==> src/rtl/tsw_pkg.sv <==
package tsw_pkg;

    localparam int unsigned HOST_AW = 32;

    typedef enum logic [1:0] {
        BLK_64K  = 2'b00,
        BLK_128K = 2'b01,
        BLK_256K = 2'b10,
        BLK_RSVD = 2'b11
    } blk_size_e;

    typedef struct packed {
        logic               valid;
        logic               hit;
        logic [HOST_AW-1:0] addr;   // host address after any swap
    } xlate_t;

    // Bit index that separates the two exchanged regions
    function automatic logic [4:0] blk_shift(blk_size_e s);
        case (s)
            BLK_128K: return 5'd17;
            BLK_256K: return 5'd18;
            default:  return 5'd16;
        endcase
    endfunction

endpackage

==> src/rtl/tsw_swap_cell.sv <==
module tsw_swap_cell (
    input  logic clk,
    input  logic pw_rst,
    input  logic we,
    input  logic wdata,
    output logic q
);
    always_ff @(posedge clk) begin
        if (pw_rst)
            q <= 1'b0;
        else if (we)
            q <= wdata;
    end

    AST_SWAP_WRITE: assert property (@(posedge clk) disable iff (pw_rst)
        we |=> (q == $past(wdata))) else $error("swap write lost");

    AST_SWAP_HOLD: assert property (@(posedge clk) disable iff (pw_rst)
        !we |=> $stable(q)) else $error("swap bit changed without write");
endmodule

==> src/rtl/tsw_xlate.sv <==
module tsw_xlate
    import tsw_pkg::*;
#(
    parameter int unsigned FLASH_AW = 21
) (
    input  logic               [HOST_AW-1:0] host_addr,
    input  logic                             host_valid,
    input  logic                             swap,
    input  blk_size_e                        size,
    output xlate_t                           res
);
    localparam int unsigned WIN_HI_W = HOST_AW - FLASH_AW;

    generate
        if (FLASH_AW < 19) begin : g_bad_size
            $error("flash must hold two 256 KiB blocks");
        end
    endgenerate

    logic [4:0]         sh;
    logic [HOST_AW-1:0] hi_part;
    logic [HOST_AW-1:0] hi_ones;
    logic               in_pair;
    logic               in_window;
    logic               flip;

    always_comb begin
        sh        = blk_shift(size);
        hi_part   = host_addr >> (sh + 5'd1);
        hi_ones   = {HOST_AW{1'b1}} >> (sh + 5'd1);
        in_pair   = (hi_part == hi_ones);
        in_window = &host_addr[HOST_AW-1 -: WIN_HI_W];
        flip      = swap & in_pair & in_window;

        res.valid = host_valid;
        res.hit   = host_valid & in_window;
        res.addr  = host_addr ^ ({{(HOST_AW-1){1'b0}}, flip} << sh);
    end
endmodule

==> src/rtl/tsw_out_stage.sv <==
module tsw_out_stage
    import tsw_pkg::*;
#(
    parameter bit REG_OUT = 1'b1
) (
    input  logic   clk,
    input  logic   rst,
    input  xlate_t d,
    output xlate_t q
);
    generate
        if (REG_OUT) begin : g_reg
            always_ff @(posedge clk) begin
                if (rst) begin
                    q.valid <= 1'b0;
                    q.hit   <= 1'b0;
                    q.addr  <= '0;
                end else begin
                    q <= d;
                end
            end
        end else begin : g_comb
            assign q = d;
        end
    endgenerate
endmodule

==> src/rtl/boot_topswap_decoder.sv <==
module boot_topswap_decoder
    import tsw_pkg::*;
#(
    parameter int unsigned FLASH_BYTES = 2097152,
    parameter bit          REG_OUT     = 1'b1,
    localparam int unsigned FLASH_AW   = $clog2(FLASH_BYTES)
) (
    input  logic                clk,
    input  logic                rst,
    input  logic                pw_rst,
    input  logic [31:0]         host_addr,
    input  logic                host_valid,
    input  logic [1:0]          size_sel,
    input  logic                swap_we,
    input  logic                swap_wdata,
    output logic                swap_rdata,
    output logic [FLASH_AW-1:0] flash_offset,
    output logic                flash_hit,
    output logic                flash_valid
);
    logic   swap_q;
    xlate_t xl_d;
    xlate_t xl_q;

    tsw_swap_cell u_swap (
        .clk    (clk),
        .pw_rst (pw_rst),
        .we     (swap_we),
        .wdata  (swap_wdata),
        .q      (swap_q)
    );

    tsw_xlate #(.FLASH_AW(FLASH_AW)) u_xlate (
        .host_addr  (host_addr),
        .host_valid (host_valid),
        .swap       (swap_q),
        .size       (blk_size_e'(size_sel)),
        .res        (xl_d)
    );

    tsw_out_stage #(.REG_OUT(REG_OUT)) u_out (
        .clk (clk),
        .rst (rst),
        .d   (xl_d),
        .q   (xl_q)
    );

    assign swap_rdata   = swap_q;
    assign flash_offset = xl_q.addr[FLASH_AW-1:0];
    assign flash_hit    = xl_q.hit;
    assign flash_valid  = xl_q.valid;

    generate
        if (REG_OUT) begin : g_chk
            AST_HIT_NEEDS_VALID: assert property (@(posedge clk) disable iff (rst || pw_rst)
                flash_hit |-> flash_valid) else $error("hit without valid");

            AST_DIRECT_NO_SWAP: assert property (@(posedge clk) disable iff (rst || pw_rst)
                (flash_valid && !$past(swap_rdata)) |-> (flash_offset == $past(host_addr[FLASH_AW-1:0])))
                else $error("direct map broken");

            AST_LOW_BITS_KEPT: assert property (@(posedge clk) disable iff (rst || pw_rst)
                flash_valid |-> (flash_offset[15:0] == $past(host_addr[15:0])))
                else $error("low bits altered");

            AST_BELOW_PAIR_DIRECT: assert property (@(posedge clk) disable iff (rst || pw_rst)
                (flash_valid && !$past(&host_addr[31:19])) |-> (flash_offset == $past(host_addr[FLASH_AW-1:0])))
                else $error("address below pair remapped");

            AST_SWAP_64K_BIT16: assert property (@(posedge clk) disable iff (rst || pw_rst)
                (flash_valid && $past(swap_rdata) && ($past(size_sel) == 2'b00) && $past(&host_addr[31:17]))
                |-> (flash_offset[16] != $past(host_addr[16])))
                else $error("64K swap bit wrong");

            AST_SWAP_256K_BIT18: assert property (@(posedge clk) disable iff (rst || pw_rst)
                (flash_valid && $past(swap_rdata) && ($past(size_sel) == 2'b10) && $past(&host_addr[31:19]))
                |-> (flash_offset[18] != $past(host_addr[18])))
                else $error("256K swap bit wrong");
        end
    endgenerate
endmodule

==> config.mk <==
export PLATFORM = sky130hd
export DESIGN_NAME = boot_topswap_decoder
export DESIGN_NICKNAME = d
export VERILOG_FILES = /design/src/rtl/tsw_pkg.sv /design/src/rtl/tsw_swap_cell.sv /design/src/rtl/tsw_xlate.sv /design/src/rtl/tsw_out_stage.sv /design/src/rtl/boot_topswap_decoder.sv
export SDC_FILE = /design/constraint.sdc
export NUM_CORES = 1
export LEC_CHECK = 0
export ABC_AREA = 0
export BUFFER_PORTS_ARGS = -buffer_cell sky130_fd_sc_hd__buf_2
export CORE_MARGIN = 3
export CORE_UTILIZATION = 47
export DETAILED_ROUTE_END_ITERATION = 7
export PLACE_DENSITY_LB_ADDON = 0.2
export SLEW_MARGIN = 20
export SYNTH_ARGS = -nofsm -noshare
export SYNTH_HDL_FRONTEND = slang
export SYNTH_SLANG_ARGS = --single-unit
export TNS_END_PERCENT = 50
==> constraint.sdc <==
create_clock -name clk -period 3.4 [get_ports clk]
set_input_delay 0.17 -clock clk [delete_from_list [all_inputs] [get_ports clk]]
set_output_delay 0.17 -clock clk [all_outputs]
set_load 0.005 [all_outputs]
==> results_dict.tcl <==
set metrics [dict create \
    cts-root-buf "clkbuf_4" \
    synthTopCellsByArea "dfxtp_1 (41%), nor2b_1 (11%), mux2i_1 (5.1%)" \
    cts_tree "done" \
    synth_top_area_frac 0.407 \
    pwr-share-comb 0.209 \
    ioPinCount 64 \
    skew_ns 0.000793 \
    dieWidth_um 56.1 \
    synthArstFlopShare 0 \
    slowest_stage "ha_1" \
    ys_ff_latch 24 \
    core_sq_um 2300 \
    post-route-drc-count 0 \
    synth.cell_area_sq_um 1180 \
    clk_pin_slew_ns 0.12 \
    power.density_nw_per_um2 346 \
    nNetsFinal 236 \
    swShare 0.261 \
    cts_inserted_buffers 3 \
    htree_levels 1 \
    std_cell_rows 17 \
    hold_viol 0 \
    totalWireLength_um 2950 \
    min_path_type "in -> reg" \
    grt_max_degree 24 \
    grt_util_all_layers 0.193 \
    diodes 0 \
    crit_family "simple AND/OR/NAND/NOR gates" \
    postCtsSetupBuffers 0 \
    io_buffers 63 \
    p_clk_frac 0.225 \
    slowest_delay_ns 0.57 \
    drt_iter0_markers 21 \
    instances_no_fill 218 \
    avgSynthCellArea_sq_um 9.15 \
    synthCells 129 \
    grt_pass1_wl_um 4840 \
    worstSetupPathType "in -> reg" \
    cts.sink_count 24 \
    yosysTopAreaCell "dfxtp_1" \
    seqPwrFrac 0.566 \
    drive_gt1_frac 0.368 \
    drv_cap 0 \
    num_vias 1154 \
    status "finished clean" \
    arrival_ns 2.43 \
    final_util 0.665 \
    antenna_found_initial 0 \
    clk_path_buf_depth 2 \
    fp.dieH_um 56.1 \
    ys_warn_count 0 \
    slew_viol_final 0 \
    start_kind "input pin" \
    setup_tns_ns 0 \
    syn_to_final_growth_pct 29.5 \
    worst_pin_slew_ns 0.655 \
    cts_resized 0 \
    internal-power_mw 0.391 \
    hold_buffers 1 \
    ant_nets 0 \
    gr-total-overflow 0 \
    initial_utilization 0.514 \
    fin_crit_ns 2.22 \
    wl_per_cell_um 13.5 \
    rsz0062_at_grt "false" \
    ys_seq_area_frac 0.407 \
    cp_num_buf_inv 2 \
    period_share 0.654 \
    insertion_delay_ns 0.31 \
    hold_ws_ns 0.0569 \
    dr.pass1.iters 4 \
    final_cell_mix "buf_2 (63), dfxtp_1 (24), nor2b_1 (20)" \
    power_switching_mw 0.138 \
    setup_violations 0 \
    vias_per_cell 5.29 \
    required_ns 3.61 \
    fmax_mhz 450 \
    peakVddDrop_mv 0.347 \
    crit_path_end_kind "flip-flop" \
    slew_headroom 0.563 \
    synth_cell_types 42 \
    final_common_cell "buf_2" \
    syn_nets 173 \
    leakage_nw 0.755 \
    dp_hpwl_um 2250 \
    grt_pass1_vias 1074 \
    path_max_fanout 20 \
    placedCellCount 214 \
    die-area_sq_um 3150 \
    synth_top_flop_cell "dfxtp_1" \
    synth_edf_count 0 \
    crit_chain "buf_2 > inv_1 > ha_1 > mux2i_1 > a211oi_2 > o211ai_1 > nor4_2 > and4b_1 > mux2_1" \
    gp_congestion 0.852 \
]
-- synthesized netlist by cell type, types with 2 or more instances --
cell type  number
mux2i_1         6
nor2b_1        20
o2111ai_1       3
nor3_1          2
clkbuf_1        3
nand3_1         4
inv_1           7
a221oi_1        2
nand3b_1        2
o211ai_1        2
nand2_1         7
nor2_1          4
nand2b_1        5
o21ai_0         4
a21oi_1         4
dfxtp_1        24
ha_1            4
nand4_1         2
-- worst register-to-register path, cell delays in order (launching register included) --
cell      delay (ns)
dfxtp_1         0.38
inv_1           0.06
a211oi_2        0.14
o211ai_1        0.15
nor4_2          0.35
and4b_1         0.25
mux2_1          0.33
-- routing by layer --
layer,wire length [um],GRT usage,up-vias
li1,-,-,576
met2,1380,0.312,47
met3,247,0.0603,6
met5,0,0,-
met4,57,0.0814,0
met1,1270,0.234,525
-- kinds of logic after synthesis --
kind of cell	share of synthesized area
flip-flops	0.407
multiplexers	0.0604
adder cells (fa/ha/maj)	0.0424
AO/OA/AOI/OAI	0.157
buffers and inverters	0.0551
AND/OR/NAND/NOR	0.278
-- path summary, 6_finish.rpt --
path	from	slack, ns	end	depth (start not counted)
worst max-delay path	size_sel[1]	1.18	u_out.q[18]	9
worst min register to register	u_swap.q	0.56	u_swap.q	2
worst max register to register	u_swap.q	1.64	u_out.q[18]	6
worst min-delay path	host_addr[12]	0.06	u_out.q[12]	2
-- sequential cells by signal, summed over array words and instances, names as in the netlist --
| name | count |
|---|---|
| u_swap.q | 1 |
| u_out.q | 23 |
-- through the flow --
| stage | power [mW] | instance area (sq um) | setup WS [ns] |
|---|---|---|---|
| floorplan | 0.364 | 1180 | 1.33 |
| global placement | 0.410 | 1500 | 1.01 |
| detailed placement | 0.415 | 1500 | 0.851 |
| CTS | 0.537 | 1530 | 1.21 |
| global route | 0.561 | 1530 | 1.01 |
| finish | 0.529 | 1530 | 1.18 |
-- power groups by stage --
| stage | clock [mW] | combinational [mW] | sequential, mW |
|---|---|---|---|
| floorplan | 0 | 0.0560 | 0.308 |
| global placement | 0 | 0.105 | 0.305 |
| detailed placement | 0 | 0.109 | 0.306 |
| CTS | 0.128 | 0.110 | 0.300 |
| global route | 0.138 | 0.122 | 0.301 |
| finish | 0.119 | 0.111 | 0.299 |
-- cell type report --
| class | instances | area, sq um |
|---|---|---|
| well taps | 28 | 35.0 |
| clock buffers | 3 | 22.5 |
| fillers | 209 | 769 |
| repair buffers | 64 | 325 |
| inverters | 8 | 30.0 |
| multi-input cells | 91 | 634 |
| flip-flops and latches | 24 | 480 |
No activity file was read; power rests on OpenSTA's default activity.
